File: src/rtl/pram_arbiter.sv
module pram_arbiter #(
  parameter int AW       = 15,
  parameter int HOST_MAX = 5
) (
  input  logic          clk,
  input  logic          rst_n,
  input  logic          host_req,
  input  logic          host_we,
  input  logic [AW-1:0] host_addr,
  input  logic [1:0]    host_size,
  input  logic [3:0]    host_be,
  input  logic [31:0]   host_wdata,
  output logic          host_ack,
  output logic [31:0]   host_rdata,
  input  logic          dma_req,
  input  logic          dma_we,
  input  logic [AW-1:0] dma_addr,
  input  logic [1:0]    dma_size,
  input  logic [3:0]    dma_be,
  input  logic [31:0]   dma_wdata,
  output logic          dma_ack,
  output logic [31:0]   dma_rdata,
  output logic [AW-3:0] mem_addr,
  output logic [31:0]   mem_wdata,
  output logic          mem_oe_n,
  output logic [3:0]    mem_we_n,
  input  logic [31:0]   mem_rdata
);

  logic          busy, phase, own;
  logic          c_we;
  logic [AW-1:0] c_addr;
  logic [1:0]    c_size;
  logic [3:0]    c_be;
  logic [31:0]   c_wd;

  wire free    = !busy || phase;
  wire h_ok    = host_req && !(busy && !own);
  wire d_ok    = dma_req  && !(busy && own);
  wire pick_d  = d_ok && (!h_ok || !own);
  wire start   = free && (h_ok || d_ok);
  wire done    = busy && phase;

  function automatic logic [31:0] steer(input logic [31:0] w, input logic [1:0] a, input logic [1:0] sz);
    case (sz)
      2'd0:    steer = {24'h0, w[8*a +: 8]};
      2'd1:    steer = {16'h0, w[16*a[1] +: 16]};
      default: steer = w;
    endcase
  endfunction

  always_ff @(posedge clk) begin
    if (!rst_n) begin
      busy <= 1'b0; phase <= 1'b0; own <= 1'b1;
      c_we <= 1'b0; c_addr <= '0; c_size <= '0; c_be <= '0; c_wd <= '0;
    end else if (start) begin
      busy   <= 1'b1;
      phase  <= 1'b0;
      own    <= pick_d;
      c_we   <= pick_d ? dma_we    : host_we;
      c_addr <= pick_d ? dma_addr  : host_addr;
      c_size <= pick_d ? dma_size  : host_size;
      c_be   <= pick_d ? dma_be    : host_be;
      c_wd   <= pick_d ? dma_wdata : host_wdata;
    end else if (done) begin
      busy <= 1'b0;
    end else if (busy) begin
      phase <= 1'b1;
    end
  end

  always_ff @(posedge clk) begin
    if (!rst_n) begin
      host_ack <= 1'b0; dma_ack <= 1'b0;
      host_rdata <= '0; dma_rdata <= '0;
    end else begin
      host_ack <= done && !own;
      dma_ack  <= done && own;
      if (done && !c_we && !own) host_rdata <= steer(mem_rdata, c_addr[1:0], c_size);
      if (done && !c_we &&  own) dma_rdata  <= steer(mem_rdata, c_addr[1:0], c_size);
    end
  end

  assign mem_addr  = c_addr[AW-1:2];
  assign mem_wdata = c_wd;
  assign mem_oe_n  = !(busy && !c_we);
  assign mem_we_n  = ~({4{done && c_we}} & c_be);

  logic [3:0] host_wait;
  always_ff @(posedge clk) begin
    if (!rst_n || !host_req || host_ack) host_wait <= '0;
    else if (host_wait != 4'hF)          host_wait <= host_wait + 4'd1;
  end

  AST_ONE_ACK:     assert property (@(posedge clk) disable iff (!rst_n) !(host_ack && dma_ack));
  AST_ACK_PULSE_H: assert property (@(posedge clk) disable iff (!rst_n) host_ack |=> !host_ack);
  AST_ACK_PULSE_D: assert property (@(posedge clk) disable iff (!rst_n) dma_ack |=> !dma_ack);
  AST_WE_THEN_ACK: assert property (@(posedge clk) disable iff (!rst_n) (mem_we_n != 4'hF) |=> (host_ack || dma_ack));
  AST_WE_ONE_CLK:  assert property (@(posedge clk) disable iff (!rst_n) (mem_we_n != 4'hF) |=> (mem_we_n == 4'hF));
  AST_WE_STABLE:   assert property (@(posedge clk) disable iff (!rst_n) (mem_we_n != 4'hF) |-> ($stable(mem_addr) && $stable(mem_wdata)));
  AST_READ_NO_WE:  assert property (@(posedge clk) disable iff (!rst_n) !mem_oe_n |-> (mem_we_n == 4'hF));
  AST_HOST_BOUND:  assert property (@(posedge clk) disable iff (!rst_n) host_wait <= 4'(HOST_MAX));

endmodule

File: config.mk
export PLATFORM = sky130hd
export DESIGN_NAME = pram_arbiter
export DESIGN_NICKNAME = d
export VERILOG_FILES = /design/src/rtl/pram_arbiter.sv
export SDC_FILE = /design/constraint.sdc
export NUM_CORES = 1
export LEC_CHECK = 0
export BUFFER_PORTS_ARGS = -buffer_cell sky130_fd_sc_hd__buf_2
export CELL_PAD_IN_SITES_DETAIL_PLACEMENT = 1
export CELL_PAD_IN_SITES_GLOBAL_PLACEMENT = 1
export CORE_AREA = 2 2 154 118
export CTS_CLUSTER_SIZE = 28
export DETAILED_ROUTE_END_ITERATION = 16
export DIE_AREA = 0 0 156 120
export PLACE_DENSITY = 0.75
export SETUP_SLACK_MARGIN = 0.1
export SKIP_LAST_GASP = 1
export SYNTH_ARGS = -nofsm -noshare
export SYNTH_HDL_FRONTEND = slang
export SYNTH_SLANG_ARGS = --single-unit
File: constraint.sdc
create_clock -name clk -period 2 [get_ports clk]
set_clock_uncertainty 0.15 [all_clocks]
set_input_delay 0.1 -clock clk [delete_from_list [all_inputs] [get_ports clk]]
set_output_delay 0.1 -clock clk [all_outputs]
set_load 0.01 [all_outputs]
After elaboration in Yosys (flattened, before gate mapping) --
Index checks and enable logic that the tools add are counted.
Word-level totals: register bits after elaboration 123, bits in latches 0, RAM bits 0, memory bits (read-only) 0, input port bits 144, output and inout port bits 116, word-level logic and storage cells 55, memories kept 0
Operators by class: add/subtract/negate cells 0, multipliers 0, div/mod/pow operators 0, order comparisons 0, eq/ne operators 1, shifts and indexed selects 2, multiplexer cells 8, bitwise operators 4, reduce and logical (&&, ||, !) cells 28
Operator list (number):
- $pmux W32 S2 | 1
- $mux W32 | 1
- $shiftx A32 B6 Y16 | 1
- $shiftx A32 B6 Y8 | 1
- $mux W15 | 1
- $logic_and A1 B1 Y1 | 14
- $logic_not A1 Y1 | 7
- $and A4 B4 Y4 | 1
- $mux W4 | 1
- $not A4 Y4 | 1
- $logic_or A1 B1 Y1 | 3
- $mux W1 | 3
- $eq A2 B1 Y1 const B | 1
- $logic_not A2 Y1 | 1
- $mux W2 | 1
- $not A1 Y1 | 2
- $reduce_and A2 Y1 | 1
- $reduce_bool A2 Y1 | 1
- $reduce_or A2 Y1 | 1

Depth between registers and ports, before layout --
Gate-level depths: netlist of run 1.
word-level depth 8, gate-level depth with buffers 6, gate-level depth less buffers 3

Least setup slack after synthesis of run 1 --
No wires, ideal clock.
path kind register to register, start register own, end register c_size[1], setup time 0.117 ns, arrival 1.242 ns, required time 1.733 ns, setup slack 0.491 ns, cell stages (with the launch flop) 7, path buffers 3, clock period less this slack 1.509 ns, path through dfxtp_1 -> buf_4 -> or2b_1 -> buf_4 -> clkbuf_1 -> a32oi_1 -> o2bb2ai_1
On the way: cells in the longest elaborated chain, start to end 8, elaborated cells between the ends (all ways) 13, those cells by class mux: 1; reduce/logical: 12
Ends and longest elaborated chain:
- start: declaration | line 30 | logic busy, phase, own;
- start signal: assignment | line 59 | own <= pick_d;
- $logic_not A1 Y1 | line 38, 40
- $logic_and A1 B1 Y1 | line 38 | wire h_ok = host_req && !(busy && !own);
- $logic_not A1 Y1 | line 38
- $logic_and A1 B1 Y1 | line 38
- $logic_not A1 Y1 | line 40 | wire pick_d = d_ok && (!h_ok || !own);
- $logic_or A1 B1 Y1 | line 40
- $logic_and A1 B1 Y1 | line 40
- $mux W2 | line 62 | c_size <= pick_d ? dma_size : host_size;
- end signal: assignment | line 62
- end: declaration | line 33 | logic [1:0] c_size;
Several ways; a longest one is shown, not always the timed one. A chain may end at the register's enable or synchronous reset.

Worst setup path in the final report of run 1 --
start input host_req, end register c_wd[13], in the netlist mem_wdata[13]
On the way: cells in the longest elaborated chain, start to end 5, elaborated cells between the ends (all ways) 7, those cells by class mux: 1; reduce/logical: 6
Ends and longest elaborated chain:
- start: declaration | line 7 | input logic host_req,
- $logic_and A1 B1 Y1 (*) | line 38
- $logic_not A1 Y1 | line 40
- $logic_or A1 B1 Y1 | line 40
- $logic_and A1 B1 Y1 | line 40
- $mux W32 | line 64 | c_wd <= pick_d ? dma_wdata : host_wdata;
- end signal: assignment | line 64
- end: declaration | line 35 | logic [31:0] c_wd;
Mark *: on every way between the ends. The rest lies on a longest branch, timed or not.

==> results.md, run 1 <==
- Startpoint type of the worst setup path: input pin
- Initial antenna violation count: 6
- EDFF count, synth: 0
- Input/output buffers: 259
- Sw Share: 0.2670
- Portion of total power attributed to the clock network: 0.447
- Top_reg_cell synth: sky130_fd_sc_hd__dfxtp_1
- PD cells: 789.3 mW/mm2
- Total wire length after detailed routing: 25.47 mm
- Setup violators final: 0
- Rel. slew slack: 0.6799
- Clk slew on worst S/H paths: 0.06 ns
- Clock tree from TritonCTS: done
- Global Route Usage Sum: 0.2668
- Post-synthesis sequential area ratio: 0.4254
- Max-slew violation count: 0
- Count of distinct cell types in the synthesized netlist: 38
- Area occupied by multi-input gates: 0.002804 mm2
- Count of maximum capacitance violations: 0
- Storage element area: 0.002464 mm2
- Final WS setup: 0.1757 ns
- Startpoint of the worst hold path: dma_req
- Worst slack, placed: 0.3091 ns
- Placement Rows: 42
- Async S/R FF share, synth: 0
- Worst Path Required: 2.15 ns
- Count of vias placed by the detailed router: 6651
- Detail Route Antenna Nets: 0
- Part of the total power dissipated in sequential elements: 0.371
- Largest cells by area after synthesis: sky130_fd_sc_hd__dfxtp_1 43%, sky130_fd_sc_hd__a32oi_1 8.2%, sky130_fd_sc_hd__o2bb2ai_1 8.2%
- Top-area cell type share of the netlist area: 0.4254
- Count of final hold-check violations: 0
- Die width: 156 um
- Final cycle utilization of the critical path: 0.9121
- Arrival time reported for the critical path endpoint: 1.97 ns
- TritonCTS sink count: 123
- Net switching power figure: 1.931 mW
- Final net count: 1136
- Die Span Y: 120 um
- Hold path cells: 3
- Clock tree buffer depth: 2
- Overflow after GRT: 0
- Initial standard-cell utilization of the core: 0.3348
- Die Area: 0.01872 mm2
- Relative contribution of combinational cells to total power: 0.181
- Root Driver: sky130_fd_sc_hd__clkbuf_16
- TritonRoute pass-1 iters: 4
- Sum Neg Setup Slack: 0 ns
- Count of state elements after synthesis: 123
- Maximum frequency from static timing analysis: 0.5482 GHz
- Worst Setup End Kind: flip-flop
- Layout Cells excl Fill: 1229
- Number of cells produced by synthesis: 633
- Vias per cell: 5.412
- Layout overhead on the synthesized area: 58.26%
- Total placed cells including tap cells: 1051
- I/O pin cnt: 260
- Layout cell share with drive strength beyond 1: 0.3260
- Slew of the pin with the lowest slew margin: 0.4802 ns
- Syn_nets: 777
- Post-detailed-route wirelength per cell: 20.72 um
- Number of design-rule violations left by the first detailed-router iteration: 398
- Worst setup startpoint: host_req
- Worst vdd ir: 0.0004068 V
- Worst-Skew Late Latency: 0.42 ns
- Synth area leader: sky130_fd_sc_hd__dfxtp_1
- Synthesized area divided by synthesized cell count: 9.144 um2
- TritonCTS Buffers: 17
- Final Wtd Congestion: 0.8485
- Fill cells: 2029
- Status: finished clean
- Fin crit period: 1.824 ns
- Cell Int Power: 5.299 mW
- R2r worst-path depth: 5
- Vias in the first global route: 7034
- Deepest level of the CTS H-tree: 4
- Maximum fanout along the worst path: 54
- Cell leakage power: 3.928 nW
- Setup repair after global routing missed its margin: false
- Post-Synthesis Cell Area: 0.005788 mm2
- Number of instances resized during post-cts repair: 0
- Post-detailed-placement half-perimeter wirelength: 14.60 mm
- Class of the tightest hold or removal check: input pin to flip-flop
- Wire length of the first global-routing pass: 38.75 mm
- DR DRC count: 0
- Maximum number of pins on one net before global-route repair: 56
- Launching point of the worst reg2reg path: own
- Crit Path Class: input pin to flip-flop
- Synth warn: 0
- Core region area: 0.01729 mm2
==> critical path, stage by stage <==
cell	delay, ns
sky130_fd_sc_hd__dlygate4sd3_1	0.57
sky130_fd_sc_hd__buf_2	0.19
sky130_fd_sc_hd__or3b_2	0.48
sky130_fd_sc_hd__buf_12	0.20
sky130_fd_sc_hd__a32oi_1	0.30
sky130_fd_sc_hd__o2bb2ai_1	0.09
==> final timing paths <==
| path | end | slack [ns] |
|---|---|---|
| hold / removal | busy | 0.06 |
| setup reg to reg | mem_wdata[11] | 0.21 |
| hold reg to reg | host_rdata[23] | 0.30 |
| setup / recovery | mem_wdata[13] | 0.18 |
==> placed cells by master, fill, tap and decap left out, types with 2 or more instances in the layout <==
cell,count
sky130_fd_sc_hd__clkbuf_16,17
sky130_fd_sc_hd__clkinvlp_4,2
sky130_fd_sc_hd__diode_2,6
sky130_fd_sc_hd__clkinv_2,2
sky130_fd_sc_hd__o21ai_0,49
sky130_fd_sc_hd__mux2_2,8
sky130_fd_sc_hd__buf_4,14
sky130_fd_sc_hd__a31oi_1,32
sky130_fd_sc_hd__inv_1,3
sky130_fd_sc_hd__a32oi_1,54
sky130_fd_sc_hd__o2bb2ai_1,54
sky130_fd_sc_hd__a21oi_1,32
sky130_fd_sc_hd__nor2b_1,17
sky130_fd_sc_hd__clkbuf_1,2
sky130_fd_sc_hd__clkinv_4,2
sky130_fd_sc_hd__and2_1,54
sky130_fd_sc_hd__dlygate4sd3_1,142
sky130_fd_sc_hd__nand2b_1,2
sky130_fd_sc_hd__and3b_1,16
sky130_fd_sc_hd__bufinv_16,4
sky130_fd_sc_hd__a22oi_1,8
sky130_fd_sc_hd__dfxtp_1,122
sky130_fd_sc_hd__nand3_1,33
sky130_fd_sc_hd__nor2_1,3
sky130_fd_sc_hd__buf_12,8
sky130_fd_sc_hd__buf_2,259
sky130_fd_sc_hd__nand2_1,45
==> routing by layer <==
| layer | vias to the layer above | GRT usage | part of all wire |
|---|---|---|---|
| met1 | 3272 | 0.3262 | 0.42 |
| met5 | - | 0 | 0 |
| li1 | 3086 | - | - |
| met4 | 0 | 0.1250 | 0.031 |
| met3 | 65 | 0.06826 | 0.054 |
| met2 | 228 | 0.4403 | 0.49 |
==> cell usage after synthesis, types with 2 or more instances <==
cell type	count
sky130_fd_sc_hd__a32oi_1	54
sky130_fd_sc_hd__and3b_1	16
sky130_fd_sc_hd__nor2_1	3
sky130_fd_sc_hd__mux2_2	8
sky130_fd_sc_hd__a22oi_1	8
sky130_fd_sc_hd__buf_6	12
sky130_fd_sc_hd__and2_1	54
sky130_fd_sc_hd__nand2b_1	2
sky130_fd_sc_hd__nand2_1	45
sky130_fd_sc_hd__o21ai_0	49
sky130_fd_sc_hd__buf_4	24
sky130_fd_sc_hd__buf_2	20
sky130_fd_sc_hd__a21oi_1	32
sky130_fd_sc_hd__dfxtp_1	123
sky130_fd_sc_hd__clkbuf_1	26
sky130_fd_sc_hd__nor2b_1	17
sky130_fd_sc_hd__o2bb2ai_1	54
sky130_fd_sc_hd__nand3_1	33
sky130_fd_sc_hd__a31oi_1	32
sky130_fd_sc_hd__inv_1	3
==> flip-flops by register name, indices dropped and copies added, names as in the netlist, 2 cells and up <==
name	flops
host_rdata	32
c_addr	15
dma_rdata	32
c_size	2
c_be	4
mem_wdata	32
==> final cells by class <==
class,count,share of cell area
Sequential cell,123,0.2690
Timing Repair Buffer,423,0.3256
Inverter,4,0.001639
Tap cell,220,0.03005
Clock inverter,11,0.01871
Clock buffer,19,0.04726
Multi-Input combinational cell,423,0.3061
Antenna cell,6,0.001639
==> power groups by stage <==
stage | Sequential, mW | Clock (mW) | Combinational, mW
3_5_place_dp | 2.73 | 0 | 1.05
6_report | 2.68 | 3.23 | 1.31
2_1_floorplan | 2.73 | 0 | 0.619
5_1_grt | 2.70 | 3.42 | 1.41
3_3_place_gp | 2.73 | 0 | 1.03
4_1_cts | 2.68 | 3.29 | 1.27
==> kinds of logic (layout without fill, tap and decap cells) <==
kind of cell	Yosys count	after routing	synth area share
buffers and inverters	87	457	0.09187
DFF	123	123	0.4254
AOI/OAI and AO/OA	235	235	0.2877
other	0	6	0
and+or+nand+nor	179	179	0.1770
muxes	9	9	0.01794
==> metrics by stage <==
| stage | cell area [um2] | hold WS, ns | util | power [mW] |
|---|---|---|---|---|
| 3_3_place_gp | 7119 | 0.2321 | 0.4118 | 3.753 |
| 4_1_cts | 9145 | 0.02854 | 0.5289 | 7.236 |
| 2_1_floorplan | 5788 | 0.1107 | - | 3.354 |
| 3_5_place_dp | 7119 | 0.2464 | 0.4118 | 3.773 |
| 6_report | 9160 | 0.06028 | 0.5298 | 7.230 |
| 5_1_grt | 9160 | 0.05964 | 0.5298 | 7.526 |
==> what timing repair did <==
| action | CTS | global route |
|---|---|---|
| endpoints found under the hold margin | 122 | 0 |
| hold buffers | 142 | 0 |
| buffers inserted | 0 | 0 |
No activity file was read; power rests on OpenSTA's default activity.
==> inputs of run 2 (changes only) <==
--- a/config.mk
+++ b/config.mk
@@ -8,13 +8,12 @@
 export BUFFER_PORTS_ARGS = -buffer_cell sky130_fd_sc_hd__buf_2
 export CELL_PAD_IN_SITES_DETAIL_PLACEMENT = 1
 export CELL_PAD_IN_SITES_GLOBAL_PLACEMENT = 1
-export CORE_AREA = 2 2 154 118
+export CORE_AREA = 2 2 147 149
 export CTS_CLUSTER_SIZE = 28
 export DETAILED_ROUTE_END_ITERATION = 16
-export DIE_AREA = 0 0 156 120
-export PLACE_DENSITY = 0.75
+export DIE_AREA = 0 0 149 151
+export PLACE_DENSITY = 0.63
 export SETUP_SLACK_MARGIN = 0.1
-export SKIP_LAST_GASP = 1
 export SYNTH_ARGS = -nofsm -noshare
 export SYNTH_HDL_FRONTEND = slang
 export SYNTH_SLANG_ARGS = --single-unit
==> results.md, run 2 (synthesis gave the netlist of run 1 again) <==
- Setup violators final: 0 (unchanged)
- Vias per cell: 5.142 (was 5.412)
- Root Driver: sky130_fd_sc_hd__clkbuf_16 (unchanged)
- Most used cells in the layout excluding fill and tap cells: 259 x sky130_fd_sc_hd__buf_2, 142 x sky130_fd_sc_hd__dlygate4sd3_1, 120 x sky130_fd_sc_hd__dfxtp_1 (was 259 x sky130_fd_sc_hd__buf_2, 142 x sky130_fd_sc_hd__dlygate4sd3_1, 122 x sky130_fd_sc_hd__dfxtp_1)
- Worst Path Required: 1.75 ns (was 2.15 ns)
- Maximum frequency from static timing analysis: 0.5577 GHz (was 0.5482 GHz)
- Final cycle utilization of the critical path: 0.8966 (was 0.9121)
- Total wire length after detailed routing: 25.60 mm (was 25.47 mm)
- Layout overhead on the synthesized area: 59.06% (was 58.26%)
- TritonCTS sink count: 123 (unchanged)
- CP max stage cell: sky130_fd_sc_hd__dfxtp_2 (was sky130_fd_sc_hd__dlygate4sd3_1)
- Worst Setup End Kind: output port (was flip-flop)
- Arrival time reported for the critical path endpoint: 1.54 ns (was 1.97 ns)
- Crit path buf inv count: 2 (was 3)
- Deepest level of the CTS H-tree: 4 (unchanged)
- Rel. slew slack: 0.4956 (was 0.6799)
- Count of maximum capacitance violations: 0 (unchanged)
- Core region area: 0.02082 mm2 (was 0.01729 mm2)
- Clk slew on worst S/H paths: 0.05 ns (was 0.06 ns)
- Die Area: 0.02250 mm2 (was 0.01872 mm2)
- Detail Route Antenna Nets: 0 (unchanged)
- Placement Rows: 53 (was 42)
- Clock tree from TritonCTS: done (unchanged)
- Global Route Usage Sum: 0.2179 (was 0.2668)
- I/O pin cnt: 260 (unchanged)
- Max-slew violation count: 0 (unchanged)
- Setup repair after global routing missed its margin: false (unchanged)
- Overflow after GRT: 0 (unchanged)
- Layout cell share with drive strength beyond 1: 0.3323 (was 0.3260)
- Die Span Y: 151 um (was 120 um)
- R2r worst-path depth: 4 (was 5)
- Wire length of the first global-routing pass: 38.03 mm (was 38.75 mm)
- Fin crit period: 1.793 ns (was 1.824 ns)
- Fill cells: 2489 (was 2029)
- Worst R2R Setup Slack: 0.21 ns (about the same)
- Worst-Skew Late Latency: 0.42 ns (about the same)
- TritonCTS Buffers: 17 (unchanged)
- Startpoint type of the worst setup path: flip-flop (was input pin)
- Crit Path Class: flip-flop to output port (was input pin to flip-flop)
- DR DRC count: 0 (unchanged)
- Status: finished clean (unchanged)
- Sequence of cells on the critical path: buf_4 > and3_1 > nand2_1 > buf_2 (was dlygate4sd3_1 > buf_2 > or3b_2 > buf_12 > a32oi_1 > o2bb2ai_1)
- Slew of the pin with the lowest slew margin: 0.7566 ns (was 0.4802 ns)
- Post-detailed-placement half-perimeter wirelength: 15.38 mm (was 14.60 mm)
- Final Wtd Congestion: 0.8114 (was 0.8485)
- TritonRoute pass-1 iters: 4 (unchanged)
- Delay of the slowest critical-path stage: 0.41 ns (was 0.57 ns)
- Hold path cells: 4 (was 3)
- Count of vias placed by the detailed router: 6607 (was 6651)
- Kind of cell adding the most delay to the critical path: flip-flops (was buffers and inverters)
- Die width: 149 um (was 156 um)
- Share of the core filled with cells: 0.4421 (was 0.5298)
- Clock tree buffer depth: 2 (unchanged)
- Class of the tightest hold or removal check: input pin to flip-flop (unchanged)
- Most common cell after layout, fill and taps aside: sky130_fd_sc_hd__buf_2 (unchanged)
- Input/output buffers: 259 (unchanged)
- Number of design-rule violations left by the first detailed-router iteration: 361 (was 398)
- Initial antenna violation count: 0 (was 6)
- PD cells: 763.2 mW/mm2 (was 789.3 mW/mm2)
- CP Depth: 4 (was 6)
- Buffer count from post-CTS setup fixing: 0 (unchanged)
- Initial standard-cell utilization of the core: 0.2780 (was 0.3348)
- Vias in the first global route: 6764 (was 7034)
- Post-detailed-route wirelength per cell: 19.92 um (was 20.72 um)
- Cell leakage power: 3.922 nW (was 3.928 nW)
- Maximum fanout along the worst path: 10 (was 54)
- Worst vdd ir: 0.0004912 V (was 0.0004068 V)
- Sum Neg Setup Slack: 0 ns (unchanged)
- Maximum number of pins on one net before global-route repair: 56 (unchanged)
- Count of final hold-check violations: 0 (unchanged)
- Final net count: 1139 (was 1136)
[run 2: cell types whose count changed in the layout (fill, tap and decap cells not counted), moves of 2 or more]
cell / previous run / this run
sky130_fd_sc_hd__dfxtp_1: 122 / 120
sky130_fd_sc_hd__diode_2: 6 / 2
sky130_fd_sc_hd__clkinvlp_4: 2 / 5
sky130_fd_sc_hd__dfxtp_2: 1 / 3
sky130_fd_sc_hd__bufinv_16: 4 / 1
sky130_fd_sc_hd__buf_4: 14 / 17
sky130_fd_sc_hd__clkbuf_8: 0 / 4
[run 2: metal layers]
layer  vias up  wire, um  global-route usage
li1       3093         -                   -
met1      3236     10970              0.2669
met2       217     12680              0.3684
met3        61      1163             0.04759
met4         0       791             0.09619
met5         -         0                   0
[run 2: final cells by class]
type | count | area, um2 | area share
timing repair buffer | 425 | 2985 | 0.3243
multi-input combinational | 424 | 2815 | 0.3058
inverter | 4 | 15.01 | 0.001631
clock buffer | 22 | 484.2 | 0.05260
clock inverter | 10 | 91.34 | 0.009921
tap | 275 | 344.1 | 0.03737
sequential | 123 | 2466 | 0.2679
antenna | 2 | 5.005 | 0.0005436
[run 2: metrics by stage]
step	cells	cell area (um2)	hold WS (ns)	setup WS (ns)	power [mW]
global route	1283	9201	0.1800	0.1308	7.298
floorplan	633	5788	0.1107	0.4910	3.354
global placement	1108	7191	0.2368	0.1567	3.776
detailed placement	1108	7191	0.2495	0.1195	3.780
finish	1285	9206	0.1195	0.2069	7.026
CTS	1282	9188	0.1056	0.1119	7.036
[run 2: where the power goes]
part	total (mW)	internal, mW	switching, mW
registers	2.68	2.58	0.0944
clock network	3.03	1.83	1.19
logic	1.32	0.641	0.679
total	7.03	5.06	1.97
[run 2: timing repair]
action,4_1_cts,5_1_grt
setup endpoints to repair,0,58
hold buffers,142,0
endpoints found under the hold margin,122,0
gates resized for setup,0,3
[run 2: path summary, 6_finish.rpt]
path,startpoint,endpoint
max,busy,mem_we_n[0]
max reg2reg,own,c_addr[12]
min,dma_req,busy
min reg2reg,dma_rdata[16],dma_rdata[16]
[run 2: worst register-to-register path: stages (launching register included)]
cell	delay [ns]
sky130_fd_sc_hd__dfxtp_2	0.48
sky130_fd_sc_hd__mux2i_2	0.32
sky130_fd_sc_hd__o221a_2	0.27
sky130_fd_sc_hd__buf_12	0.27
sky130_fd_sc_hd__o2bb2ai_1	0.21
==> inputs of run 3 (changes only) <==
--- a/config.mk
+++ b/config.mk
@@ -8,11 +8,12 @@
 export BUFFER_PORTS_ARGS = -buffer_cell sky130_fd_sc_hd__buf_2
 export CELL_PAD_IN_SITES_DETAIL_PLACEMENT = 1
 export CELL_PAD_IN_SITES_GLOBAL_PLACEMENT = 1
-export CORE_AREA = 2 2 147 149
+export CORE_AREA = 2 2 132 134
+export CTS_BUF_LIST = sky130_fd_sc_hd__clkbuf_2
 export CTS_CLUSTER_SIZE = 28
 export DETAILED_ROUTE_END_ITERATION = 16
-export DIE_AREA = 0 0 149 151
-export PLACE_DENSITY = 0.63
+export DIE_AREA = 0 0 134 136
+export PLACE_DENSITY = 0.77
 export SETUP_SLACK_MARGIN = 0.1
 export SYNTH_ARGS = -nofsm -noshare
 export SYNTH_HDL_FRONTEND = slang
==> constraint.sdc (replaced) <==
create_clock -name clk -period 1.92 [get_ports clk]
set_clock_uncertainty 0.15 [all_clocks]
set_input_delay 0.096 -clock clk [delete_from_list [all_inputs] [get_ports clk]]
set_output_delay 0.096 -clock clk [all_outputs]
set_load 0.01 [all_outputs]
==> results.md, run 3 (synthesis gave the netlist of run 1 again) <==
- Crit Path Class: flip-flop to flip-flop (was flip-flop to output port)
- Design area: 0.009215 mm2 (was 0.009206 mm2)
- Count of maximum capacitance violations: 0 (unchanged)
- Total placed instance area: 0.007138 mm2 (was 0.007191 mm2)
- Input/output buffers: 259 (unchanged)
- Placement Rows: 48 (was 53)
- Count of vias placed by the detailed router: 6843 (was 6607)
- PD cells: 629.7 mW/mm2 (was 763.2 mW/mm2)
- Maximum frequency from static timing analysis: 0.5455 GHz
- Clock tree buffer depth: 2 (unchanged)
- Status: finished clean (unchanged)
- Initial antenna violation count: 5 (was 0)
- Fin crit period: 1.833 ns
- Post-detailed-route wirelength per cell: 22.52 um (was 19.92 um)
- DR DRC count: 0 (unchanged)
- Maximum number of pins on one net before global-route repair: 55 (was 56)
- Total placed cells including tap cells: 1056 (was 1108)
- Global Route Usage Sum: 0.2698 (was 0.2179)
- Initial standard-cell utilization of the core: 0.3430 (was 0.2780)
- Root Driver: sky130_fd_sc_hd__clkbuf_2 (was sky130_fd_sc_hd__clkbuf_16)
- Final cycle utilization of the critical path: 0.9548
- Worst vdd ir: 0.0003567 V (was 0.0004912 V)
- Worst-Skew Late Latency: 0.65 ns (was 0.42 ns)
- Worst Setup End Kind: flip-flop (was output port)
- Wire length of the first global-routing pass: 38.29 mm (was 38.03 mm)
- Clock tree from TritonCTS: done (unchanged)
- Layout Cells excl Fill: 1252 (was 1285)
- Sum Neg Setup Slack: 0 ns (unchanged)
- Most used cells in the layout excluding fill and tap cells: 256 x sky130_fd_sc_hd__buf_2, 143 x sky130_fd_sc_hd__dlygate4sd3_1, 118 x sky130_fd_sc_hd__dfxtp_1 (was 259 x sky130_fd_sc_hd__buf_2, 142 x sky130_fd_sc_hd__dlygate4sd3_1, 120 x sky130_fd_sc_hd__dfxtp_1)
- CP max stage cell: sky130_fd_sc_hd__o32a_4 (was sky130_fd_sc_hd__dfxtp_2)
- Share of the core filled with cells: 0.5460 (was 0.4421)
- Clk slew on worst S/H paths: 0.20 ns (was 0.05 ns)
- Slew of the pin with the lowest slew margin: 0.4749 ns (was 0.7566 ns)
- Most common cell after layout, fill and taps aside: sky130_fd_sc_hd__buf_2 (unchanged)
- Portion of total power attributed to the clock network: 0.252 (was 0.431)
- Final net count: 1153 (was 1139)
- Net switching power figure: 1.909 mW (was 1.965 mW)
- Setup repair after global routing missed its margin: true (was false)
- Number of design-rule violations left by the first detailed-router iteration: 510 (was 361)
- Overflow after GRT: 0 (unchanged)
- Vias in the first global route: 7202 (was 6764)
- Die Span Y: 136 um (was 151 um)
- TritonRoute pass-1 iters: 5 (was 4)
- Kind of cell adding the most delay to the critical path: compound AO/OA/AOI/OAI gates (was flip-flops)
- Sw Share: 0.3289 (was 0.2797)
- Layout overhead on the synthesized area: 59.21% (was 59.06%)
- Worst slack, placed: 0.1548 ns (was 0.1195 ns)
- Core region area: 0.01688 mm2 (was 0.02082 mm2)
- Count of final hold-check violations: 0 (unchanged)
- Final Wtd Congestion: 0.8189 (was 0.8114)
- Class of the tightest hold or removal check: input pin to flip-flop (unchanged)
- Max-slew violation count: 0 (unchanged)
- I/O pin cnt: 260 (unchanged)
- Total wire length after detailed routing: 28.19 mm (was 25.60 mm)
- Sequence of cells on the critical path: buf_8 > buf_4 > buf_6 > o32a_4 > clkbuf_16 > o2bb2ai_1 (was buf_4 > and3_1 > nand2_1 > buf_2)
- Maximum fanout along the worst path: 8 (was 10)
- Detail Route Antenna Nets: 0 (unchanged)
- Crit path buf inv count: 4 (was 2)
- Post-detailed-placement half-perimeter wirelength: 14.35 mm (was 15.38 mm)
- TritonCTS sink count: 123 (unchanged)
- Vias per cell: 5.466 (was 5.142)
- Fill cells: 1976 (was 2489)
- Cell leakage power: 3.976 nW (was 3.922 nW)
- Delay of the slowest critical-path stage: 0.48 ns (was 0.41 ns)
- Arrival time reported for the critical path endpoint: 2.27 ns (was 1.54 ns)
- Setup violators final: 0 (unchanged)
- Worst Path Required: 2.36 ns (was 1.75 ns)
- Die width: 134 um (was 149 um)
- Hold Slack: 0.08720 ns (was 0.1195 ns)
- Cell Int Power: 3.894 mW (was 5.061 mW)
- Part of the total power dissipated in sequential elements: 0.483 (was 0.381)
- Rel. slew slack: 0.6834 (was 0.4956)
- Startpoint type of the worst setup path: flip-flop (unchanged)
- Layout cell share with drive strength beyond 1: 0.3614 (was 0.3323)
- Die Area: 0.01822 mm2 (was 0.02250 mm2)
- Deepest level of the CTS H-tree: 4 (unchanged)
- Final WS setup: 0.08676 ns (was 0.2069 ns)
- Relative contribution of combinational cells to total power: 0.265 (was 0.188)
- TritonCTS Buffers: 17 (unchanged)
- Final Power: 5.803 mW (was 7.026 mW)
run 3: layer usage:
| metal | track usage | wire length [um] | vias to the layer above |
|---|---|---|---|
| li1 | - | - | 3118 |
| met1 | 0.3083 | 11220 | 3306 |
| met2 | 0.4652 | 14210 | 332 |
| met3 | 0.05630 | 1523 | 87 |
| met4 | 0.1613 | 1234 | 0 |
| met5 | 0 | 0 | - |
run 3: layout make-up:
type / instances / area (um2) / share of cell area
timing repair buffer: 440 / 3314 / 0.3597
multi-input combinational: 423 / 2938 / 0.3188
sequential: 123 / 2471 / 0.2682
tap: 225 / 281.5 / 0.03055
clock buffer: 20 / 100.1 / 0.01086
clock inverter: 11 / 80.08 / 0.008690
inverter: 4 / 15.01 / 0.001629
antenna: 6 / 15.01 / 0.001629
run 3: repair_timing:
action	CTS	global route
gates cloned	0	12
pin swaps	4	1
hold buffers	143	0
setup endpoints to repair	4	91
resized for setup	18	23
buffers inserted	2	2
endpoints found under the hold margin	123	0
run 3: power groups by stage:
stage / Clock (mW) / Sequential, mW / Combinational (mW)
6_report: 1.46 / 2.80 / 1.54
5_1_grt: 1.60 / 2.82 / 1.63
4_1_cts: 1.49 / 2.78 / 1.34
3_5_place_dp: 0 / 2.83 / 1.10
3_3_place_gp: 0 / 2.83 / 1.08
2_1_floorplan: 0 / 2.85 / 0.645
run 3: path summary, 6_finish.rpt:
path / start / end / slack [ns] / depth (start not counted)
max: busy / c_be[1] / 0.09 / 6
min: host_wdata[20] / mem_wdata[20] / 0.09 / 4
max reg2reg: busy / c_be[1] / 0.09 / 6
min reg2reg: host_rdata[23] / host_rdata[23] / 0.32 / 2
run 3: tightest hold or removal path, delay by kind of cell:
kind / cells / cell delay, ns
buffers and inverters: 2 / 0.63
AOI/OAI and AO/OA: 2 / 0.18
